$ cat src/rtl/baudgen_pkg.sv
package baudgen_pkg;
    localparam int unsigned DIV_W_DEF   = 16;
    localparam int unsigned PRE_RAT_DEF = 4;

    typedef struct packed {
        logic [7:0] cnt;
        logic       tick;
    } presc_st_t;

    typedef struct packed {
        logic [DIV_W_DEF-1:0] cnt;
        logic                 tick;
    } div_st_t;
endpackage

$ cat src/rtl/baud_prescaler.sv
module baud_prescaler
    import baudgen_pkg::*;
#(
    parameter int unsigned RATIO = PRE_RAT_DEF
) (
    input  logic clk_i,
    input  logic rst_ni,
    input  logic sel_i,
    output logic tick_o
);
    localparam logic [7:0] LAST = 8'(RATIO - 1);

    presc_st_t st_d, st_q;

    always_comb begin
        st_d = st_q;
        if (sel_i) begin
            st_d.tick = (st_q.cnt == LAST);
            st_d.cnt  = (st_q.cnt == LAST) ? 8'd0 : st_q.cnt + 8'd1;
        end else begin
            st_d.tick = 1'b1;
            st_d.cnt  = 8'd0;
        end
    end

    always_ff @(posedge clk_i or negedge rst_ni) begin
        if (!rst_ni) st_q <= '0;
        else         st_q <= st_d;
    end

    assign tick_o = st_q.tick;

    AST_BYPASS_EVERY_CYCLE: assert property (@(posedge clk_i) disable iff (!rst_ni)
        !sel_i |=> tick_o);

    AST_DIV4_SPACED: assert property (@(posedge clk_i) disable iff (!rst_ni)
        (sel_i && tick_o) |=> !tick_o);
endmodule

$ cat src/rtl/baud_divider.sv
module baud_divider
    import baudgen_pkg::*;
#(
    parameter int unsigned DIV_W = DIV_W_DEF
) (
    input  logic             clk_i,
    input  logic             rst_ni,
    input  logic             en_i,
    input  logic [DIV_W-1:0] div_i,
    output logic             tick_o
);
    typedef struct packed {
        logic [DIV_W-1:0] cnt;
        logic             tick;
    } st_t;

    st_t st_d, st_q;

    always_comb begin
        st_d      = st_q;
        st_d.tick = 1'b0;
        if (en_i) begin
            if (st_q.cnt == DIV_W'(1)) begin
                st_d.tick = 1'b1;
                st_d.cnt  = div_i;
            end else if (st_q.cnt == '0) begin
                st_d.cnt  = div_i;
            end else begin
                st_d.cnt  = st_q.cnt - DIV_W'(1);
            end
        end
    end

    always_ff @(posedge clk_i or negedge rst_ni) begin
        if (!rst_ni) st_q <= '0;
        else         st_q <= st_d;
    end

    assign tick_o = st_q.tick;

    AST_TICK_AFTER_EN: assert property (@(posedge clk_i) disable iff (!rst_ni)
        tick_o |-> $past(en_i));

    AST_PARKED_SILENT: assert property (@(posedge clk_i) disable iff (!rst_ni)
        (st_q.cnt == '0) |=> !tick_o);

    AST_CONTINUOUS: assert property (@(posedge clk_i) disable iff (!rst_ni)
        (en_i && st_q.cnt == DIV_W'(1) && div_i == DIV_W'(1)) |=> (st_q.cnt == DIV_W'(1)));
endmodule

$ cat src/rtl/baud_tick_gen.sv
module baud_tick_gen
    import baudgen_pkg::*;
#(
    parameter int unsigned DIV_W     = DIV_W_DEF,
    parameter int unsigned PRE_RATIO = PRE_RAT_DEF
) (
    input  logic             clk_i,
    input  logic             rst_ni,
    input  logic             presc_sel_i,
    input  logic [DIV_W/2-1:0] div_lo_i,
    input  logic [DIV_W/2-1:0] div_hi_i,
    output logic             tick16_o,
    output logic             presc_tick_o
);
    logic [DIV_W-1:0] divisor;
    logic             pre_en;

    assign divisor = {div_hi_i, div_lo_i};

    generate
        if (PRE_RATIO > 1) begin : g_presc
            baud_prescaler #(.RATIO(PRE_RATIO)) u_presc (
                .clk_i  (clk_i),
                .rst_ni (rst_ni),
                .sel_i  (presc_sel_i),
                .tick_o (pre_en)
            );
        end else begin : g_nopresc
            logic byp_q;
            always_ff @(posedge clk_i or negedge rst_ni) begin
                if (!rst_ni) byp_q <= 1'b0;
                else         byp_q <= 1'b1;
            end
            assign pre_en = byp_q;
        end
    endgenerate

    baud_divider #(.DIV_W(DIV_W)) u_div (
        .clk_i  (clk_i),
        .rst_ni (rst_ni),
        .en_i   (pre_en),
        .div_i  (divisor),
        .tick_o (tick16_o)
    );

    assign presc_tick_o = pre_en;

    AST_RESET_QUIET: assert property (@(posedge clk_i)
        !rst_ni |=> (!tick16_o || !rst_ni));
endmodule

$ cat config.mk
export PLATFORM = sky130hd
export DESIGN_NAME = baud_tick_gen
export DESIGN_NICKNAME = d
export VERILOG_FILES = /design/src/rtl/baudgen_pkg.sv /design/src/rtl/baud_prescaler.sv /design/src/rtl/baud_divider.sv /design/src/rtl/baud_tick_gen.sv
export SDC_FILE = /design/constraint.sdc
export NUM_CORES = 1
export LEC_CHECK = 0
export ABC_AREA = 0
export BUFFER_PORTS_ARGS = -buffer_cell sky130_fd_sc_hd__buf_2
export CORE_MARGIN = 3
export CORE_UTILIZATION = 40
export DETAILED_ROUTE_END_ITERATION = 10
export HOLD_SLACK_MARGIN = 0.03
export PLACE_DENSITY = 0.61
export SLEW_MARGIN = 10
export SYNTH_ARGS = -nofsm -noshare
export SYNTH_HDL_FRONTEND = slang
export SYNTH_SLANG_ARGS = --single-unit
$ cat constraint.sdc
create_clock -name clk_i -period 1.9 [get_ports clk_i]
set_input_delay 0.38 -clock clk_i [delete_from_list [all_inputs] [get_ports clk_i]]
set_output_delay 0.38 -clock clk_i [all_outputs]
set_load 0.005 [all_outputs]
# ---- Word level (Yosys, flattened, before mapping)
# Index checks and enable logic that the tools add are counted.
dict set report totals {
  input_bits 19
  output_inout_bits 2
  ff_bits 26
}
dict set report op_classes {
  mux 6
  reduce_logical 1
  n_eq_ne 2
  n_addsub 2
}
# cell n
set ops {}
lappend ops {{16-bit two-way mux} 2}
lappend ops {{16-bit by 1-bit == test with 1-bit output, second input constant} 1}
lappend ops {{16-bit logical NOT} 1}
lappend ops {{16-bit by 1-bit subtractor with 16-bit output, second input constant} 1}
lappend ops {{9-bit two-way mux} 1}
lappend ops {{8-bit by 1-bit adder with 8-bit output, second input constant} 1}
lappend ops {{8-bit by 2-bit == test with 1-bit output, second input constant} 1}
lappend ops {{8-bit two-way mux} 1}
lappend ops {{1-bit two-way mux} 2}

# ---- Longest topological paths before layout
dict set report depth {
  depth_word 3
  depth_mapped 8
}

# ---- Hierarchy
# From an unflattened synthesis, not the netlist that was laid out.
dict set report hier_totals {
  cells_unflattened 173
  area_unflattened_um2 1590.3
}
# module cells_per_inst n_inst area_per_inst_um2
set modules_own_cells {}
lappend modules_own_cells {baud_divider 135 1 1174.9}
lappend modules_own_cells {baud_prescaler 38 1 415.4}

# ---- Worst setup path after synthesis
# OpenSTA, ideal clock, no wires.
dict set report synth_path {
  path_kind {reg2reg}
  start {reg u_div.st_q[3] (netlist name)}
  end {reg u_div.st_q[8] (netlist name)}
  setup_time_ns 0.137
  stages_incl_launch_ff 8
  path_slack_ns 0.075
  path_buffers 2
  arrival_ns 1.688
  period_less_slack_ns 1.825
  cell_sequence {dfrtp_1 nor4_4 nand4_1 or2_1 buf_6 buf_6 o32ai_1 a21oi_1}
}
dict set report synth_between {
  elab_chain_len 3
}
# element line
set synth_lines {}
lappend synth_lines {{start: declaration} baud_divider.sv:17} ;# st_t st_d, st_q;
lappend synth_lines {{start signal: assignment} baud_divider.sv:36} ;# else st_q <= st_d;
lappend synth_lines {{16-bit by 1-bit subtractor with 16-bit output / 16-bit logical NOT (equally long branches)} {baud_divider.sv:29, baud_divider.sv:26}}
lappend synth_lines {{16-bit two-way mux} baud_divider.sv:26} ;# end else if (st_q.cnt == '0) begin
lappend synth_lines {{16-bit two-way mux (*)} baud_divider.sv:23} ;# if (st_q.cnt == DIV_W'(1)) begin
# Mark *: on every way between the ends. The rest lies on a longest branch, timed or not.
# A chain may end at the register's enable or synchronous reset.

# ---- Final worst setup path
dict set report layout_path {
  start {reg u_div.st_q[15] (netlist name)}
  end {reg u_div.st_q[5] (netlist name)}
}
dict set report layout_between {
  elab_chain_len 3
}
# element line
set layout_lines {}
lappend layout_lines {{16-bit logical NOT} baud_divider.sv:26}
lappend layout_lines {{16-bit two-way mux} baud_divider.sv:26}
lappend layout_lines {{16-bit two-way mux (*)} baud_divider.sv:23}
# Marks and branches as above.

==> results by group <==
GRT
  – Largest net degree at the start of global routing: 27
  – Vias in the first global route: 1283
  – Global Route Usage Sum: 0.166
  – Initial antenna violation count: 0
  – Global-route wire length before repair: 5660 um
  – Grt total ovfl: 0

Clocking
  – Clk buf depth: 2
  – Number of clock sinks: 26
  – Num CTS Buffers: 3
  – CTS Root Cell: clkbuf_8
  – Worst-path clk slew: 100 ps
  – Worst skew pair latency: 280 ps
  – Hold Buf Count CTS: 0
  – H-tree Lvls: 1
  – CTS tree: done

Route
  – DRC: 0
  – Iteration-0 DRC count of the detailed router: 99
  – Wire per inst: 13.7 um
  – Routed vias/inst: 5.42
  – Drt first pass iters: 4
  – Vias after detailed routing: 1300
  – Detailed Route WL: between 3000 and 4000 um
  – Final antenna-violating net count: 0

STA
  – Worst-margin pin slew: between 500 and 600 ps
  – Final min period: 1760 ps
  – Max-slew violation count: 0
  – Normalized max-slew margin: 0.613
  – Hold WS: 85.7 ps
  – Max Fclk: 0.569 GHz
  – RSZ-0062 raised after global routing: false
  – Skew final: 5.04 ps
  – Final worst-path cycle share: 0.925
  – Final Hold Fails: 0
  – # setup viols final: 0

Synth
  – Compound-gate portion of the synthesized area: 0.233
  – Synth area leader: dfrtp_1
  – XOR/XNOR Fraction of Synth Area: 0.0357
  – Post-synth EDFFs: 0
  – Seq/Total Area, Yosys: 0.442
  – Share of the synthesized area in the top cell type: 0.442
  – Synth Area in Adders: 0.0340
  – Syn Std Cell Area: 0.00147 sq mm
  – Share of synthesized cell area in and, or, nand and nor gates: 0.182
  – Mapped Cells: 161
  – Syn nets: 184
  – #FFs+latches synth: 26
  – Post-synthesis mux area share: 0.0144
  – Post-synth top flop: dfrtp_1
  – Most frequent cell after synthesis: dfrtp_1
  – Netlist cell types: 37
  – Avg Cell Area, Syn: around 9 sq um
  – Ranking of synthesized cells by area: dfrtp_1, a21oi_1, o21ai_1
  – Synth cell count leaders: dfrtp_1, a21oi_1, nor2_1
  – Largest family of logic cells by synthesized area: compound AO/OA/AOI/OAI gates
  – Yosys warnings: 0
  – Async S/R FF share, synth: 1.00

Min path
  – HP Class: in -> async

Floorplanning
  – # IOs: 21
  – Die width: about 67 um
  – Initial Util: 0.428
  – Site Rows: 21
  – Die Area: ~0.0044 sq mm
  – Core Area: about 0.0034 sq mm
  – Die Ht: between 60 and 70 um

Layout
  – # fillers: 317
  – Final Util: 0.523
  – Area Overhead vs Synth: 22.3%
  – # diodes: 0
  – Share of post-route cells with drive strength above 1: 0.258
  – Fin nets: approximately 220
  – Final cell count without fillers: 240
  – Finished layout cell area: ~0.0018 sq mm

Place
  – Port buffer count: 20
  – Placed Instance Area: 0.00171 sq mm
  – Cells after DPL: 236
  – Routability cong.: 0.802
  – HPWL after DPL: 2460 um

Flow run
  – Max-cap viol count: 0

Critical path
  – CP Max Fanout: 6
  – Reg2reg start: u_div.st_q[15]
  – CP Capture Type: flop
  – Worst setup path startpoint: u_div.st_q[15]
  – CP Launch Type: flop
  – Worst endpoint required time: 2110 ps
  – WS Path Type: reg -> reg
  – Worst EP arrival: 1970 ps

Pwr
  – Pwr/cell area: 907 mW/mm^2
  – Leak: 0.811 nW
  – Worst IR Drop VDD: 0.000549 V

Outcome
  – Status: complete, no violations
==> metrics by stage <==
step           worst slack [ps]  power, mW  TNS (ps)
4_1_cts                    65.2       1.64         0
6_report                    142       1.63         0
3_3_place_gp                120       1.15         0
2_1_floorplan              75.1      0.972         0
3_5_place_dp              -3.05       1.17     -3.05
5_1_grt                    7.87       1.74         0
==> area by class of cell <==
cell class	instances	area [sq um]	area share
Multi-Input combinational cell	116	757	0.420
Sequential cell	26	651	0.361
Timing Repair Buffer	36	220	0.122
Tap cell	46	57.6	0.0319
Inverter	12	45.0	0.0250
Clock buffer	3	41.3	0.0229
Clock inverter	1	30.0	0.0167
==> registers in the layout, summed over array words and instances, names as in the netlist <==
name / cells
g_presc.u_presc.st_q: 8
g_presc.u_presc.tick_o: 1
u_div.st_q: 16
u_div.tick_o: 1
==> metal layers <==
metal | global-route usage | wire length (um) | vias to the layer above | share of wire
met5 | 0 | 0 | - | 0
met4 | 0.0533 | 44 | 0 | 0.013
met3 | 0.0320 | 114 | 7 | 0.035
met2 | 0.304 | 1720 | 24 | 0.52
met1 | 0.192 | 1420 | 618 | 0.43
li1 | - | - | 651 | -
==> logic make-up after synthesis <==
| kind of cell | after synthesis |
|---|---|
| xor+xnor | 6 |
| mux | 2 |
| flops | 26 |
| compound gates | 52 |
| simple gates | 52 |
| buf+inv | 19 |
| fa+ha+maj | 4 |
==> power by group <==
group	switching [mW]	total, mW	internal, mW	leakage [nW]
logic	0.235	0.435	0.201	0.479
clock network	0.190	0.473	0.282	0.0357
registers	0.0968	0.726	0.629	0.296
==> placed cells by master (no fill, tap or decap), types with 2 or more instances in the layout <==
master / n
dfrtp_1: 26
buf_2: 20
buf_4: 16
nor2_1: 15
a21oi_1: 15
inv_1: 12
o21ai_1: 12
nand2_1: 9
nand3_1: 7
nor3_1: 6
a22oi_1: 5
xnor2_1: 4
o22ai_1: 4
o2bb2ai_1: 4
ha_1: 4
nor4_1: 3
nand4_1: 3
o21ai_0: 3
clkbuf_8: 3
and3_1: 2
xor2_1: 2
nor4_4: 2
a21boi_1: 2
o22ai_2: 2
==> final timing paths <==
kind,end,slack (ps),cells after the start
max reg2reg,u_div.st_q[5],140,6
min,u_div.st_q[5],90,1
min in group clk_i,g_presc.u_presc.st_q[2],340,2
max,u_div.st_q[5],140,6
max in group asynchronous,g_presc.u_presc.st_q[5],1430,1
min reg2reg,g_presc.u_presc.st_q[1],460,1
==> critical path, cell delays in order (launching register included) <==
cell and delay (ps):
dfrtp_1 440, nor4_4 320, nand4_1 160, or2_4 310
buf_4 170, a21boi_1 130, a2bb2oi_1 160
==> timing repair <==
item,in CTS,in global routing
buffers inserted,0,0
endpoints found under the setup margin,3,12
gates resized for setup,1,3
No activity file was read; power rests on OpenSTA's default activity.
